[src/rtl/i2cpt_pkg.sv]
package i2cpt_pkg;
  typedef enum logic [2:0] {
    ST_IDLE, ST_ADDR, ST_ADDR_ACK, ST_WR_BYTE, ST_WR_ACK, ST_RD_BYTE, ST_RD_ACK
  } tgt_state_e;

  function automatic logic [3:0] addr_prefix(input bit alt);
    return alt ? 4'b0111 : 4'b0100;
  endfunction
endpackage

[src/rtl/i2cpt_line_sync.sv]
module i2cpt_line_sync #(
  parameter int STAGES = 2
) (
  input  logic clk,
  input  logic rst,
  input  logic scl_i,
  input  logic sda_i,
  output logic sda_s,
  output logic scl_rise,
  output logic scl_fall,
  output logic start_det,
  output logic stop_det
);
  // bit 1 = SCL, bit 0 = SDA
  logic [1:0] chain [STAGES];
  logic [1:0] prev;
  logic [1:0] cur;

  always_ff @(posedge clk) begin
    if (rst) begin
      for (int i = 0; i < STAGES; i++) chain[i] <= 2'b11;
      prev <= 2'b11;
    end else begin
      chain[0] <= {scl_i, sda_i};
      for (int i = 1; i < STAGES; i++) chain[i] <= chain[i-1];
      prev <= chain[STAGES-1];
    end
  end

  assign cur       = chain[STAGES-1];
  assign sda_s     = cur[0];
  assign scl_rise  = cur[1] & ~prev[1];
  assign scl_fall  = ~cur[1] & prev[1];
  assign start_det = cur[1] & prev[1] & prev[0] & ~cur[0];
  assign stop_det  = cur[1] & prev[1] & ~prev[0] & cur[0];
endmodule

[src/rtl/i2cpt_addr_match.sv]
module i2cpt_addr_match #(
  parameter bit ALT_PREFIX = 1'b0,
  parameter int ADDR_W     = 7
) (
  input  logic [2:0]        strap_i,
  input  logic [ADDR_W-1:0] rx_addr,
  output logic              hit
);
  localparam logic [3:0] PFX = i2cpt_pkg::addr_prefix(ALT_PREFIX);
  logic [ADDR_W-1:0] own;
  assign own = {PFX, strap_i};
  assign hit = (rx_addr == own);
endmodule

[src/rtl/i2cpt_engine.sv]
module i2cpt_engine #(
  parameter int DATA_W = 8
) (
  input  logic              clk,
  input  logic              rst,
  input  logic              sda_s,
  input  logic              scl_rise,
  input  logic              scl_fall,
  input  logic              start_det,
  input  logic              stop_det,
  input  logic              addr_hit,
  input  logic [DATA_W-1:0] pin_i,
  output logic [DATA_W-2:0] rx_addr,
  output logic [DATA_W-1:0] port_q,
  output logic              drv_low,
  output logic              wr_stb,
  output logic              rd_stb
);
  import i2cpt_pkg::*;
  localparam int CNT_W = $clog2(DATA_W);
  localparam logic [CNT_W-1:0] LAST = CNT_W'(DATA_W - 1);

  tgt_state_e        st;
  logic [CNT_W-1:0]  cnt;
  logic [DATA_W-1:0] sh;
  logic              full;
  logic              is_rd;
  logic              ack_seen;

  assign rx_addr = sh[DATA_W-1:1];

  always_ff @(posedge clk) begin
    if (rst) begin
      st <= ST_IDLE; cnt <= '0; sh <= '0; full <= 1'b0; is_rd <= 1'b0;
      ack_seen <= 1'b0; drv_low <= 1'b0; wr_stb <= 1'b0; rd_stb <= 1'b0;
      port_q <= '1;
    end else begin
      wr_stb <= 1'b0;
      rd_stb <= 1'b0;
      if (start_det) begin
        st <= ST_ADDR; cnt <= '0; full <= 1'b0; drv_low <= 1'b0;
      end else if (stop_det) begin
        st <= ST_IDLE; cnt <= '0; full <= 1'b0; drv_low <= 1'b0;
      end else begin
        case (st)
          ST_ADDR, ST_WR_BYTE: begin
            if (scl_rise && !full) begin
              sh <= {sh[DATA_W-2:0], sda_s};
              if (cnt == LAST) begin full <= 1'b1; cnt <= '0; end
              else cnt <= cnt + 1'b1;
            end
            if (scl_fall && full) begin
              full <= 1'b0;
              if (st == ST_ADDR) begin
                if (addr_hit) begin
                  is_rd <= sh[0]; drv_low <= 1'b1; st <= ST_ADDR_ACK;
                end else st <= ST_IDLE;
              end else begin
                drv_low <= 1'b1; st <= ST_WR_ACK;
              end
            end
          end
          ST_ADDR_ACK: if (scl_fall) begin
            cnt <= '0;
            if (is_rd) begin
              sh <= pin_i; drv_low <= ~pin_i[DATA_W-1]; rd_stb <= 1'b1;
              st <= ST_RD_BYTE;
            end else begin
              drv_low <= 1'b0; st <= ST_WR_BYTE;
            end
          end
          ST_WR_ACK: begin
            if (scl_rise) begin port_q <= sh; wr_stb <= 1'b1; end
            if (scl_fall) begin drv_low <= 1'b0; st <= ST_WR_BYTE; end
          end
          ST_RD_BYTE: if (scl_fall) begin
            if (cnt == LAST) begin
              cnt <= '0; drv_low <= 1'b0; st <= ST_RD_ACK;
            end else begin
              cnt <= cnt + 1'b1;
              sh <= {sh[DATA_W-2:0], 1'b0};
              drv_low <= ~sh[DATA_W-2];
            end
          end
          ST_RD_ACK: begin
            if (scl_rise) ack_seen <= ~sda_s;
            if (scl_fall) begin
              if (ack_seen) begin
                sh <= pin_i; drv_low <= ~pin_i[DATA_W-1]; rd_stb <= 1'b1;
                cnt <= '0; st <= ST_RD_BYTE;
              end else st <= ST_IDLE;
            end
          end
          default: ;
        endcase
      end
    end
  end
endmodule

[src/rtl/i2c_port_target.sv]
module i2c_port_target #(
  parameter bit ALT_PREFIX  = 1'b0,
  parameter int DATA_W      = 8,
  parameter int SYNC_STAGES = 2
) (
  input  logic              clk,
  input  logic              rst,
  input  logic              scl_i,
  input  logic              sda_i,
  input  logic [2:0]        strap_i,
  input  logic [DATA_W-1:0] pin_i,
  output logic [DATA_W-1:0] port_o,
  output logic              sda_drive_low_o,
  output logic              wr_strobe_o,
  output logic              rd_strobe_o
);
  logic sda_s, scl_rise, scl_fall, start_det, stop_det, hit;
  logic [DATA_W-2:0] rx_addr;

  i2cpt_line_sync #(.STAGES(SYNC_STAGES)) u_sync (
    .clk(clk), .rst(rst), .scl_i(scl_i), .sda_i(sda_i), .sda_s(sda_s),
    .scl_rise(scl_rise), .scl_fall(scl_fall),
    .start_det(start_det), .stop_det(stop_det));

  i2cpt_addr_match #(.ALT_PREFIX(ALT_PREFIX), .ADDR_W(DATA_W-1)) u_match (
    .strap_i(strap_i), .rx_addr(rx_addr), .hit(hit));

  i2cpt_engine #(.DATA_W(DATA_W)) u_eng (
    .clk(clk), .rst(rst), .sda_s(sda_s), .scl_rise(scl_rise),
    .scl_fall(scl_fall), .start_det(start_det), .stop_det(stop_det),
    .addr_hit(hit), .pin_i(pin_i), .rx_addr(rx_addr), .port_q(port_o),
    .drv_low(sda_drive_low_o), .wr_stb(wr_strobe_o), .rd_stb(rd_strobe_o));
endmodule

[config.mk]
export PLATFORM = sky130hd
export DESIGN_NAME = i2c_port_target
export DESIGN_NICKNAME = d
export VERILOG_FILES = /design/src/rtl/i2cpt_pkg.sv /design/src/rtl/i2cpt_line_sync.sv /design/src/rtl/i2cpt_addr_match.sv /design/src/rtl/i2cpt_engine.sv /design/src/rtl/i2c_port_target.sv
export SDC_FILE = /design/constraint.sdc
export NUM_CORES = 1
export LEC_CHECK = 0
export ABC_AREA = 1
export BUFFER_PORTS_ARGS = -buffer_cell sky130_fd_sc_hd__clkbuf_2
export CORE_MARGIN = 8
export CORE_UTILIZATION = 50
export DETAILED_ROUTE_END_ITERATION = 16
export GPL_TIMING_DRIVEN = 0
export PLACE_DENSITY = 0.71
export SETUP_SLACK_MARGIN = 0.5
export SLEW_MARGIN = 5
export SYNTH_ARGS = -nofsm -noshare
export SYNTH_HDL_FRONTEND = slang
export SYNTH_SLANG_ARGS = --single-unit
[constraint.sdc]
create_clock -name clk -period 1.85 [get_ports clk]
set_clock_uncertainty 0.05 [all_clocks]
set_input_delay 0.0925 -clock clk [delete_from_list [all_inputs] [get_ports clk]]
set_output_delay 0.0925 -clock clk [all_outputs]
set_load 0.1 [all_outputs]
==> flow_summary.yaml, run 1 <==
worst_setup_path:
  crit_fanout: 6
  critPathKind: "reg -> reg"
  critical_path_arrival_ns: 1.67
  worst_setup_path_start_kind: "register"
  path_buf_inv: 2
  crit_family: "simple AND/OR/NAND/NOR gates"
  cp-end-kind: "register"
  crit_chain: "inv_8 -> nor2_4 -> nand2_4 -> nand3_4 -> nand2_4 -> nor2_4 -> buf_6 -> nand3b_4 -> nand2_2 -> nor2_2"
  critPathRequiredTime_ns: 2.05
  slowest_stage: "dfxtp_4"
  max_stage_delay_ns: 0.41
pwr:
  swShare_pct: 28.6
  seq_power_share_pct: 56.1
  power.internal_uw: 991
  irDropWorstVdd_mv: 0.487
  leakage_uw: 0.00118
  p_per_area_nw_per_um2: 544
  p_clk_share_pct: 27.9
  power.total_uw: 1390
  power_frac_comb_pct: 16.0
  p_switching_uw: 397
route:
  drtIter0Drc: 91
  wirelength_mm: 4.99
  dr.pass1.iters: 4
  vias_per_cell: 5.08
  wl_per_cell_um: 13.2
  route.detailed.drc: 0
  antenna_left: 0
  vias: 1916
clock_tree:
  clk_latency_ns: 0.34
  tritoncts: "built"
  clockBufferDepth: 2
  cts_sinks: 34
  cts-root-buf: "clkbuf_4"
  cts_made_buffers: 5
  htreeDepth: 2
  clk_pin_slew_ns: 0.10
sta:
  setup_viol: 0
  hold_viol_final: 0
  max_freq_mhz: 677
  rsz0062_at_grt: "true"
  max_slew_margin_pct: 63.8
  period_needed_ns: 1.48
  worst_hold_slack_ns: 0.0746
  finalMaxSlewViolations: 0
  tightestPinTransition_ns: 0.545
  final.setup.tns_ns: 0
  fin_crit_sh_pct: 79.8
global_routing:
  grt_start_max_net_pins: 11
  grt_pass1_wl_mm: 8.22
  grt_pass1_vias: 1855
  grt_antenna_before_repair: 0
  grtUsageTotal_pct: 17.0
  grt_overflow: 0
synth:
  synthCells: 271
  synth_nets: 289
  ys_ff_latch: 34
  yosys_warnings: 0
  ys_seq_area_share_pct: 37.6
  syn-mean-instance-area_um2: 6.69
  synth_area_um2: 1810
  yosysUniqueCellTypes: 27
finish:
  ff_latch_area_um2: 698
  area_growth_pct: 40.9
  multi_input_area_um2: 1180
  layout_commonest_cell: "nand2_1"
  n_fill_cell: 295
  num-nets-final: 347
  final_cell_mix: "nand2_1, nor2_1, inv_1, dfxtp_1, clkbuf_2"
  drive_gt1_share_pct: 41.3
  num_antenna_cells: 0
floorplanning:
  fp-row-count: 22
  die_h_um: 76.2
  core_area_um2: 3580
  die-width_um: 76.2
  initial_core_util_pct: 50.6
  die_area_um2: 5810
  io_pins: 26
placement:
  hpwl_mm: 3.19
  routabilityCongestion: 0.905
  portBuffers: 24
hold_path:
  hold_path_class: "in -> reg"
status:
  status: "finished clean"
job:
  cap_violations: 0
## Yosys cell counts (all sizes together)
master / n / share of area [%]
nand2: 83 / 18
nor2: 47 / 12
dfxtp: 34 / 38
inv: 33 / 6.8
a21oi: 14 / 4.3
o21ai: 13 / 3.8
nand3: 11 / 3.0
nand3b: 8 / 3.7
nor3: 5 / 1.4
o211ai: 5 / 2.1
buf: 4 / 1.8
or2: 4 / 1.4
ha: 3 / 2.1
a31oi: 2 / 0.69
clkbuf: 2 / 0.41
clkinv: 1 / 0.21
nand4: 1 / 0.35
nor3b: 1 / 0.41
## logic make-up after synthesis
group / after synthesis / share of synthesized area, %
AND/OR/NAND/NOR: 160 / 40.3
AO/OA/AOI/OAI: 34 / 10.8
buffers and inverters: 40 / 9.25
adder cells (fa/ha/maj): 3 / 2.07
flip-flops: 34 / 37.6
## per-stage QoR
stage                     area (µm²)  util (%)  worst slack, ns  cells
final                           2550      71.3            0.373    377
after global routing            2550      71.3            0.302    377
after CTS                       2400      67.0            0.427    373
after detailed placement        2020      56.4            0.240    343
after global placement          2020      56.4            0.265    343
after floorplan                 1840         -            0.464    271
## path summary, 6_finish.rpt
| check | start | end | slack, ns | depth (start not counted) |
|---|---|---|---|---|
| setup / recovery | u_eng.st[2] | u_eng.sh[3] | 0.37 | 10 |
| hold / removal | rst | u_eng.wr_stb | 0.07 | 2 |
| setup reg to reg | u_eng.st[2] | u_eng.sh[3] | 0.37 | 10 |
| hold reg to reg | u_sync.chain[0][1] | u_sync.chain[0][3] | 0.37 | 1 |
## metal layers
layer / vias up / track usage (%) / routed length, µm
met5: - / 0 / 0
met4: 0 / 8.46 / 159
met3: 17 / 4.48 / 227
met2: 53 / 28.3 / 2450
met1: 874 / 19.7 / 2160
li1: 972 / - / -
## area by class of cell
type,count,area share [%]
multi-input combinational,197,46.3
sequential,34,27.4
timing repair buffer,51,14.6
inverter,34,5.59
tap,48,2.35
buffer,6,2.01
clock buffer,5,1.47
clock inverter,2,0.392
## sequential cells by signal (all words and copies together) (netlist names)
name and flops:
u_eng.ack_seen 1, u_eng.full 1, u_eng.st 3, u_eng.drv_low 1, u_sync.prev 2, u_eng.sh 8
u_eng.cnt 3, u_eng.is_rd 1, u_eng.wr_stb 1, u_sync.chain 4, u_eng.rd_stb 1, u_eng.port_q 8
## repair_timing
action / in CTS / in global routing
resized for setup: 45 / 39
hold endpoints to repair: 2 / 0
hold buffers: 2 / 0
endpoints found under the setup margin: 26 / 26
gates cloned: 2 / 1
pin swaps: 18 / 15
setup buffers: 19 / 3
## power groups by stage
stage / combinational, µW / clock [µW] / sequential, µW
floorplan: 126 / 0 / 788
global placement: 166 / 0 / 791
detailed placement: 169 / 0 / 792
CTS: 204 / 400 / 777
global route: 247 / 434 / 783
finish: 222 / 387 / 779
Note: power is estimated with default switching activity, not from simulation.
==> inputs of run 2 (changes only) <==
ABC_AREA = 0   (was 1)
PLACE_DENSITY = 0.74   (was 0.71)
clock period = 1.2 ns   (was 1.85 ns; I/O delays follow)
==> run 2 against run 1 <==
  * The flow now finishes with violations (hold timing, setup timing)
  * Setup slack worse by 1.0 ns
  * Register-to-register slack got worse by 1.0 ns
  * Synthesized area decreased by 4.8%
  * Critical path depth fell by 1
  * Highest routed layer unchanged
  * Synthesized cell count decreased by 21%
  * Design area is 13% higher
  * Critical endpoint unchanged
  * Die area down 3.8%
  * Sequential power rose by 44%
==> flow_summary.yaml, run 2 <==
route:
  vias: 2010
  wirelength_mm: 6.94
  met2_length_mm: 3.33
  wl_per_cell_um: 21.6
  drtIter0Drc: 217
  dr.pass1.iters: 7
  antenna_left: 0
  route.detailed.drc: 0
  top_layer_used: "met4"
  vias_per_cell: 6.26
  wl_met3_um: 571
  m1WireLength_mm: 2.69
synth:
  ys_ff_latch: 34
  synth_nets: 232
  synthCells: 214
  syn-mean-instance-area_um2: 8.06
  synth_area_um2: 1730
  synth_commonest_cells: "nand2_1, dfxtp_1, nor2_1, a21oi_1, nand3b_1"
  yosysUniqueCellTypes: 46
  synthTopCellsByArea: "dfxtp_1, nand2_1, a21oi_1"
  yosys_warnings: 0
  ys_seq_area_share_pct: 39.4
  synth.top_cell.area_share_pct: 39.4
  synth_top_area_cell: "dfxtp_1"
  dominantRegCellSynth: "dfxtp_1"
  postSynth.asyncResetShare_pct: 0
  synth-edff-count: 0
  yosysMostFrequentCell: "nand2_1"
floorplanning:
  die-width_um: 74.7
  fp-row-count: 21
  io_pins: 26
  die_h_um: 74.7
  core_area_um2: 3340
  initial_core_util_pct: 51.7
  die_area_um2: 5590
clock_tree:
  clk_pin_slew_ns: 0.11
  clk_latency_ns: 0.37
  cts_made_buffers: 5
  cts_sinks: 34
  tritoncts: "built"
  clockBufferDepth: 2
  cts-root-buf: "clkbuf_4"
  htreeDepth: 2
hold_path:
  min_from: "scl_i"
  hold_path_class: "in -> reg"
  hold_depth: 2
placement:
  dp_cells: 285
  hpwl_mm: 3.14
  routabilityCongestion: 0.903
  portBuffers: 25
pwr:
  leakage_uw: 0.00112
  irDropWorstVdd_mv: 0.931
  p_per_area_nw_per_um2: 746
sta:
  fin_crit_sh_pct: 154
  max_freq_mhz: 542
  hold_viol_final: 8
  period_needed_ns: 1.85
  rsz0062_at_grt: "true"
  final.setup.tns_ns: -13.25
  setup_viol: 28
  finalMaxSlewViolations: 0
  fin_ws_ns: -0.646
  worst_hold_slack_ns: -0.170
  tightestPinTransition_ns: 0.532
  max_slew_margin_pct: 64.4
worst_setup_path:
  reg2reg_slack_ns: -0.65
  critical_path_arrival_ns: 2.09
  critPathRequiredTime_ns: 1.45
  worst_setup_path_start_kind: "register"
  critPathKind: "reg -> reg"
  worstRegToRegCells: 9
  worstSetupStartpoint: "u_eng.cnt[0]"
  crit_fanout: 7
  r2r-start: "u_eng.cnt[0]"
  cp-end-kind: "register"
global_routing:
  grt_pass1_wl_mm: 8.98
  grt_antenna_before_repair: 0
  grtUsageTotal_pct: 21.5
  grt_pass1_vias: 1829
  grt_overflow: 0
  grt_start_max_net_pins: 12
finish:
  final_cell_mix: "nand2_1, buf_4, clkbuf_2"
  num-nets-final: 292
  layout_commonest_cell: "nand2_1"
  n_fill_cell: 150
  instances_no_fill: 321
  drive_gt1_share_pct: 52.4
  area_growth_pct: 66.6
  num_antenna_cells: 0
  top_regs: "u_eng.port_q (8), u_eng.sh (8), u_sync.chain (4)"
status:
  status: "complete, but fails checks"
  violations: "hold timing, setup timing"
job:
  cap_violations: 0
run 2: kinds of logic after synthesis:
kind of cell,after synthesis,synth area share [%]
simple gates,103,30.9
compound gates,48,17.8
flops,34,39.4
buf+inv,17,4.79
xor+xnor,5,2.54
mux,4,2.39
fa+ha+maj,3,2.18
run 2: worst paths after layout:
check                                     endpoint
worst max register to register         u_eng.sh[3]
worst max-delay path                   u_eng.sh[3]
worst min-delay path            u_sync.chain[0][1]
worst min register to register  u_sync.chain[0][3]
run 2: power breakdown:
| part | switching (µW) | internal [µW] |
|---|---|---|
| combinational | 91.3 | 84.0 |
| clock | 434 | 414 |
| sequential | 14.2 | 1110 |
| total | 540 | 1600 |
run 2: area by class of cell:
| cell class | count | area [µm²] | share of cell area, % |
|---|---|---|---|
| Multi-Input combinational cell | 163 | 1250 | 43.6 |
| Sequential cell | 34 | 746 | 25.9 |
| Timing Repair Buffer | 53 | 581 | 20.2 |
| Buffer | 15 | 151 | 5.27 |
| Clock buffer | 8 | 80.1 | 2.79 |
| Tap cell | 46 | 57.6 | 2.00 |
| Inverter | 2 | 7.51 | 0.261 |
run 2: repair_timing:
item                                   in CTS  in global routing
endpoints found under the hold margin       6                  5
setup endpoints to repair                  43                 43
pin swaps                                   8                 18
gates resized for setup                    59                 36
buffers inserted                           15                 10
cloned                                      3                  0
run 2: worst max-delay path, cell delays in order (launching register included):
cell and delay (ns):
dfxtp_2 0.35, ha_4 0.17, ha_4 0.16, nand2_2 0.07
nor2_1 0.04, or3_1 0.33, buf_6 0.15, buf_6 0.13
a211o_1 0.23, a21oi_2 0.11
run 2: stage by stage:
| stage | area [µm²] | utilization [%] | setup slack, ns | hold slack [ns] | total power [µW] |
|---|---|---|---|---|---|
| floorplan | 1930 | - | -0.501 | 0.114 | 1230 |
| global placement | 2110 | 63.2 | -0.592 | 0.194 | 1280 |
| detailed placement | 2110 | 63.2 | -0.611 | 0.196 | 1280 |
| CTS | 2660 | 79.8 | -0.598 | -0.163 | 2100 |
| global route | 2880 | 86.2 | -0.706 | -0.177 | 2180 |
| finish | 2880 | 86.2 | -0.646 | -0.170 | 2140 |
run 2: per-layer routing:
metal,global-route usage [%],vias to the layer above
met3,5.19,38
met5,0,-
li1,-,873
met4,9.35,0
met2,36.5,136
met1,24.9,963
